[src/rtl/line_code_pkg.sv]
package line_code_pkg;

  typedef enum logic {
    CODE_FM0   = 1'b0,
    CODE_MANCH = 1'b1
  } code_e;

  typedef struct packed {
    code_e code;
    logic  data;
  } bit_ctx_t;

  localparam bit_ctx_t CTX_IDLE = '{code: CODE_FM0, data: 1'b0};

endpackage

[src/rtl/half_phase_gen.sv]
module half_phase_gen (
  input  logic clk,
  input  logic clr,
  output logic first_next
);

  logic first_q;

  always_ff @(posedge clk) begin
    if (clr) first_q <= 1'b1;
    else     first_q <= ~first_q;
  end

  assign first_next = first_q;


  strobe_alternate_chk: assert property (@(posedge clk) disable iff (clr)
    !$past(clr) |-> (first_q != $past(first_q)));

endmodule

[src/rtl/bit_sampler.sv]
module bit_sampler
  import line_code_pkg::*;
(
  input  logic     clk,
  input  logic     clr,
  input  logic     take,
  input  logic     data_in,
  input  logic     code_in,
  output bit_ctx_t ctx
);

  bit_ctx_t ctx_q;

  always_ff @(posedge clk) begin
    if (clr)       ctx_q <= CTX_IDLE;
    else if (take) ctx_q <= '{code: code_e'(code_in), data: data_in};
  end

  assign ctx = ctx_q;


  held_bit_stable_chk: assert property (@(posedge clk) disable iff (clr)
    (!$past(clr) && !$past(take)) |-> $stable(ctx_q));

endmodule

[src/rtl/chip_former.sv]
module chip_former
  import line_code_pkg::*;
(
  input  bit_ctx_t ctx_now,
  input  logic     data_new,
  input  logic     code_new,
  input  logic     first_half,
  input  logic     line_now,
  output logic     chip_next
);

  logic data_use;
  logic code_use;
  logic flip;
  logic first_chip;

  always_comb begin
    data_use   = first_half ? data_new : ctx_now.data;
    code_use   = first_half ? code_new : ctx_now.code;
    // Shared gates: the first chip uses the data for one code and the
    // inverted line for the other; the second chip flips unless FM0 holds a one.
    first_chip = code_use ? data_use : ~line_now;
    flip       = code_use | ~data_use;
    chip_next  = first_half ? first_chip : (line_now ^ flip);
  end

endmodule

[src/rtl/dual_line_encoder.sv]
module dual_line_encoder
  import line_code_pkg::*;
(
  input  logic clk,
  input  logic clr,
  input  logic code_sel,
  input  logic data_in,
  output logic bit_strobe,
  output logic line_out
);

  logic     first_next;
  bit_ctx_t ctx;
  logic     chip_next;
  logic     line_q;
  logic     clr_seen_q;

  half_phase_gen u_phase (
    .clk        (clk),
    .clr        (clr),
    .first_next (first_next)
  );

  bit_sampler u_sampler (
    .clk     (clk),
    .clr     (clr),
    .take    (first_next),
    .data_in (data_in),
    .code_in (code_sel),
    .ctx     (ctx)
  );

  chip_former u_former (
    .ctx_now    (ctx),
    .data_new   (data_in),
    .code_new   (code_sel),
    .first_half (first_next),
    .line_now   (line_q),
    .chip_next  (chip_next)
  );

  always_ff @(posedge clk) begin
    if (clr) line_q <= 1'b0;
    else     line_q <= chip_next;
  end

  assign bit_strobe = first_next;
  assign line_out   = line_q;

  always_ff @(posedge clk) begin
    clr_seen_q <= clr;
    if (clr_seen_q) begin

      clear_low_chk: assert (!line_q && first_next)
        else $error("line not low or phase not reset after clear");
    end
  end


  fm0_boundary_flip_chk: assert property (@(posedge clk) disable iff (clr)
    (!first_next && ctx.code == CODE_FM0) |-> (line_q != $past(line_q)));


  fm0_one_hold_chk: assert property (@(posedge clk) disable iff (clr)
    (first_next && !$past(clr) && ctx.code == CODE_FM0 && ctx.data)
      |-> (line_q == $past(line_q)));


  manch_mid_flip_chk: assert property (@(posedge clk) disable iff (clr)
    (first_next && !$past(clr) && ctx.code == CODE_MANCH)
      |-> (line_q != $past(line_q)));


  manch_first_chip_chk: assert property (@(posedge clk) disable iff (clr)
    (!first_next && ctx.code == CODE_MANCH) |-> (line_q == ctx.data));

endmodule

[config.mk]
export PLATFORM = sky130hd
export DESIGN_NAME = dual_line_encoder
export DESIGN_NICKNAME = d
export VERILOG_FILES = /design/src/rtl/line_code_pkg.sv /design/src/rtl/half_phase_gen.sv /design/src/rtl/bit_sampler.sv /design/src/rtl/chip_former.sv /design/src/rtl/dual_line_encoder.sv
export SDC_FILE = /design/constraint.sdc
export NUM_CORES = 1
export LEC_CHECK = 0
export CAP_MARGIN = 20
export CORE_AREA = 5 5 42 44
export CTS_CLUSTER_DIAMETER = 60
export DETAILED_ROUTE_END_ITERATION = 10
export DIE_AREA = 0 0 47 49
export MAX_ROUTING_LAYER = met4
export PLACE_DENSITY_LB_ADDON = 0.3
export SLEW_MARGIN = 20
export SYNTH_ARGS = -nofsm -noshare
export SYNTH_HDL_FRONTEND = slang
export SYNTH_SLANG_ARGS = --single-unit
[constraint.sdc]
create_clock -name clk -period 0.92 [get_ports clk]
set_input_delay 0.138 -clock clk [delete_from_list [all_inputs] [get_ports clk]]
set_output_delay 0.138 -clock clk [all_outputs]
set_load 0.005 [all_outputs]
==> results of run 1 <==
## tightest hold or removal path: stages
cell            delay (ps)
dlymetal6s2s_1         140
mux2i_1                100
nor2_1                  80
## synthesized netlist by cell type (all sizes together)
cell type	count	share of area [%]
dfxtp	4	52
nor2	3	7.3
mux2i	2	13
nor3b	2	9.7
a2111oi	1	6.5
a21oi	1	3.2
nor2b	1	4.0
or2b	1	4.8
## final cells by class
type / count / area (um^2)
Clock buffer: 3 / 22.5
Multi-Input combinational cell: 11 / 92.6
Sequential cell: 4 / 83.8
Timing Repair Buffer: 8 / 72.6
Tap cell: 16 / 20.0
Fill cell: 164 / 1110
## kinds of logic (layout without fill, tap and decap cells)
| logic type | count (synthesis) | in the layout | share of synthesized area [%] |
|---|---|---|---|
| simple gates | 7 | 7 | 25.8 |
| flops | 4 | 4 | 51.6 |
| compound gates | 2 | 2 | 9.67 |
| mux | 2 | 2 | 12.9 |
| buf+inv | 0 | 11 | 0 |
## per-stage QoR
step / utilization, % / setup TNS (ps)
2_1_floorplan: - / 0
3_5_place_dp: 17.2 / -461
3_3_place_gp: 17.2 / -422
4_1_cts: 20.0 / -115
6_report: 20.8 / -5.08
5_1_grt: 20.8 / -97.1
## routing by layer
layer	global-route usage [%]	up-vias
li1	-	76
met3	1.11	2
met2	4.75	7
met4	5.53	0
met5	-	-
met1	3.73	70
## path summary, 6_finish.rpt
path	endpoint	slack [ps]	from	depth (start not counted)
max reg2reg	line_out	-5	line_out	3
max	line_out	-5	line_out	3
min reg2reg	u_phase.first_next	480	u_phase.first_next	1
min	u_sampler.ctx[1]	260	code_sel	3
## power by group
group	total, mW	leakage, nW	switching, mW	internal [mW]
combinational	0.0817	0.0843	0.0294	0.0523
clock	0.218	0.0138	0.0722	0.146
sequential	0.202	0.0337	0.0115	0.191
## cells in the final DEF, fill, tap and decap left out, drive strengths merged
cell,count
a2111oi,1
a21oi,1
buf,3
clkbuf,5
clkdlybuf4s50,2
dfxtp,4
dlymetal6s2s,1
mux2i,2
nor2,3
nor2b,1
nor3b,2
or2b,1
## sequential cells by signal, indices dropped and copies added (netlist names)
register and count:
u_sampler.ctx 2, line_out 1, u_phase.first_next 1
## what timing repair did
action | 4_1_cts | 5_1_grt
pin swaps | 1 | 2
resized for setup | 7 | 8
setup endpoints to repair | 3 | 5
setup buffers | 1 | 0
==> results.ini, run 1 <==
[power]
p_leak_nw=0.132
power_uw=502
ir_drop_v=0.000476
cellPowerDensity_mw_per_mm2=1720

[drt]
first_iter_violations=1
wl_met3_um=30
wl_met2_um=167
routed_wl_um=392
top_layer=met4
wire_per_inst_um=9.33
met1Wirelength_um=177
ant_nets=0
drt_first_pass_iters=2
route.detailed.drc=0
vias=155
via_per_inst=3.69

[synthesis]
ys_seq_elements=4
syn-cell-area_um2=155
ys_types=8
synthCells=15
synth-seq-area-share_pct=51.6
synth.avg_cell_area_um2=10.3
ys_warn_count=0
synth_nets=19

[floorplanning]
fp.dieH_um=49
die_x_um=47
initial_utilization_pct=11.1
ios=6
die_area_mm2=0.00230
rows=14
coreArea_mm2=0.00140

[status]
status=finished, violations left
violations=setup timing

[timing]
layout_setup_ws_ps=-5.08
timing.fmax_mhz=1080
slew_violations=0
clock_skew_ps=1.16
period_needed_ps=925
max-slew-margin-rel_pct=83.2
post-route-period-util_pct=101
setup_viol=1
rsz0062_at_grt=true
fin_hold_ws_ps=257
final-hold-violation-count=0
worst_pin_slew_ps=252

[place]
routabilityCongestion=0.587
post-place-ws_ps=-307
io_buffer_count=5
placed_cell_area_um2=241
dp.cells=38

[clock_tree]
cts-root-buf=clkbuf_4
cts_buffer_depth=2
cts_tree=yes
clock_latency_ps=230
hold_buffers=0
cts_made_buffers=3
clk_pin_slew_worst_paths_ps=40
h-tree-depth=1
cts.sinks=4

[worst_setup_path]
path_delay_family=compound AO/OA/AOI/OAI gates
path_cells=nor2_1 -> a21oi_1 -> a2111oi_2
cp_max_fo=4
cp-end-kind=register
worst-path-buf-inv=0
crit_type=reg -> reg
slowest_stage=a2111oi_2
worstPathArrival_ps=1050
cp_slowest_stage_delay_ps=340
cp.required_ps=1050
cp-start-kind=register

[grt]
grt-ovfl-total=0
grt_start_max_net_pins=5
grt_pass1_vias=149
grt_antenna_before_repair=0
grt_pass1_wl_um=552
grt.total_usage_pct=3.82

[cells_and_area]
design_area_um2=292
drive_above_1_share_pct=53.8
nets=32
layoutNonFillerInstCount=42
syn2layout_area_growth_pct=87.9
insertedDiodeCount=0

[flow_run]
max-cap-violations=0

[worst_hold_path]
worst_hold_path_type=in -> reg

No activity file was read; power rests on OpenSTA's default activity.
==> run 2, diff against run 1 <==
--- a/config.mk
+++ b/config.mk
@@ -10,9 +10,11 @@
 export CTS_CLUSTER_DIAMETER = 60
 export DETAILED_ROUTE_END_ITERATION = 10
 export DIE_AREA = 0 0 47 49
+export DONT_BUFFER_PORTS = 1
 export MAX_ROUTING_LAYER = met4
 export PLACE_DENSITY_LB_ADDON = 0.3
 export SLEW_MARGIN = 20
 export SYNTH_ARGS = -nofsm -noshare
 export SYNTH_HDL_FRONTEND = slang
+export SYNTH_HIERARCHICAL = 1
 export SYNTH_SLANG_ARGS = --single-unit
==> run 2 against run 1 <==
The run ends with hold timing, setup timing left. Utilization shrank 4.0 points. Register-to-register slack lost 270 ps. Area after synthesis grew 4.0%. Clock power grew 8%. First-iteration DRC count is the same. Sequential cell count is the same. Critical path depth grew 1. Fmax shrank 23%. Critical endpoint unchanged. Highest routed layer unchanged.
==> results.ini, run 2 <==
[worst_hold_path]
worst_hold_path_type=in -> reg
hold_depth=1
hp-start=clr
min_to=u_sampler/ctx[1]

[timing]
final-hold-violation-count=3
max-slew-margin-rel_pct=91.7
clock_skew_ps=4.44
layout_setup_ws_ps=-275
worst_pin_slew_ps=121
period_needed_ps=1200
post-route-period-util_pct=130
rsz0062_at_grt=true
fin_hold_ws_ps=-38.5
setup_viol=1
timing.fmax_mhz=837
slew_violations=0

[synthesis]
synth.avg_cell_area_um2=10.8
synth_nets=19
synth-seq-area-share_pct=49.6
syn-cell-area_um2=161
synthCells=15
synthDominantCellAreaShare_pct=49.6
synth_top_area_cell=dfxtp_1
ys_types=10
synthTopCellsByCount=dfxtp_1 (4), mux2i_1 (2), nor2_1 (2)
synthTopCellsByArea=dfxtp_1 (50%), mux2i_1 (12%), nor2b_4 (8.5%)
synth_top_flop_cell=dfxtp_1
ys_warn_count=6
async_reset_ff_share_pct=0
ys_seq_elements=4
synth.most_common_cell=dfxtp_1
synth_edf_count=0

[clock_tree]
cts_buffer_depth=2
clock_latency_ps=240
cts.sinks=4
cts-root-buf=clkbuf_4
cts_made_buffers=3
h-tree-depth=1
clk_pin_slew_worst_paths_ps=40
cts_tree=yes

[floorplanning]
initial_utilization_pct=11.5
die_area_mm2=0.00230
rows=14
coreArea_mm2=0.00140
fp.dieH_um=49
ios=6
die_x_um=47

[worst_setup_path]
cp-start-kind=register
worstPathArrival_ps=1320
cp-end-kind=register
crit_type=reg -> reg
rrSetupSlack_ps=-280
r2r_end=line_out
r2r_cells=4
cp.required_ps=1050
r2r_start=u_sampler/ctx[1]
cp_max_fo=3

[drt]
drt_first_pass_iters=2
ant_nets=0
first_iter_violations=1
via_per_inst=3.58
routed_wl_um=348
vias=136
route.detailed.drc=0
wire_per_inst_um=9.16

[grt]
grt_antenna_before_repair=0
grt_pass1_wl_um=545
grt-ovfl-total=0
grt.total_usage_pct=4.11
grt_pass1_vias=140
grt_start_max_net_pins=5

[cells_and_area]
design_area_um2=235
fillers=165
insertedDiodeCount=0
layoutNonFillerInstCount=38
drive_above_1_share_pct=40.9
syn2layout_area_growth_pct=45.7
largest_reg_flops=2
layout_common_cells=clkbuf_4 (3), buf_4 (3), dfxtp_1 (2), mux2i_1 (2), nor2_1 (2)
nets=27

[place]
hpwl_um=300
post-place-ws_ps=-247
io_buffer_count=0
placed_cell_area_um2=208
dp.cells=34
routabilityCongestion=0.699

[status]
violations=hold timing, setup timing
status=finished, violations left

[power]
p_leak_nw=0.102
cellPowerDensity_mw_per_mm2=2050
ir_drop_v=0.000512

[flow_run]
max-cap-violations=0

-- run 2: kinds of logic (layout without fill, tap and decap cells) --
family	Yosys count	after routing	synth area share (%)
buffers and inverters	0	7	0
flip-flops	4	4	49.6
AND/OR/NAND/NOR	7	7	31.0
multiplexers	2	2	12.4
AO/OA/AOI/OAI	2	2	6.98
-- run 2: stage by stage --
stage / utilization (%) / TNS [ps] / hold WS [ps] / power [mW]
floorplan: - / -236 / 202 / 0.228
global placement: 14.8 / -225 / 204 / 0.248
detailed placement: 14.8 / -247 / 204 / 0.250
CTS: 16.8 / -263 / -46.8 / 0.498
global route: 16.8 / -306 / -48.8 / 0.510
finish: 16.8 / -275 / -38.5 / 0.483
-- run 2: cell type report --
cell class                 count  area [um^2]  share of cell area, %
sequential                     4         85.1                   36.2
multi-input combinational     11         81.3                   34.6
clock buffer                   4         26.3                   11.2
timing repair buffer           3         22.5                   9.57
tap                           16         20.0                   8.51
-- run 2: power by group --
group	switching, mW	leakage, nW	internal [mW]	total (mW)
clock	0.0730	0.0150	0.163	0.236
sequential	0.00781	0.0339	0.188	0.196
combinational	0.0182	0.0528	0.0327	0.0509
-- run 2: critical path: stages (launching register included) --
cell	delay, ps
dfxtp_2	320
or4b_1	500
o21ai_1	90
a31oi_1	50
nor2b_4	120
-- run 2: repair_timing --
action                                 CTS  global route
setup endpoints to repair                1             1
resized for setup                        1             0
endpoints found under the hold margin    4             3
pin swaps                                0             0
setup buffers                            0             0
-- run 2: metal layers --
metal	GRT usage [%]	vias up	part of all wire [%]
li1	-	67	-
met1	2.41	62	29
met2	5.20	5	58
met3	1.85	2	8.6
met4	8.29	0	4.3
met5	-	-	0
-- run 2: how the worst max path moves through the flow --
stage	start	to	slack, ps	depth (start not counted)
floorplan	line_out	line_out	-240	4
global placement	u_sampler/ctx[1]	line_out	-230	4
detailed placement	u_sampler/ctx[1]	line_out	-250	4
CTS	u_sampler/ctx[1]	line_out	-260	4
global route	u_sampler/ctx[1]	line_out	-310	4
finish	u_sampler/ctx[1]	line_out	-280	4
==> run 3, diff against run 2 <==
--- a/config.mk
+++ b/config.mk
@@ -13,7 +13,7 @@
 export DONT_BUFFER_PORTS = 1
 export MAX_ROUTING_LAYER = met4
 export PLACE_DENSITY_LB_ADDON = 0.3
-export SLEW_MARGIN = 20
+export SLEW_MARGIN = 10
 export SYNTH_ARGS = -nofsm -noshare
 export SYNTH_HDL_FRONTEND = slang
 export SYNTH_HIERARCHICAL = 1
==> results of run 3 <==
Same layout as run 2: the final DEF is identical, and so are final timing and power.
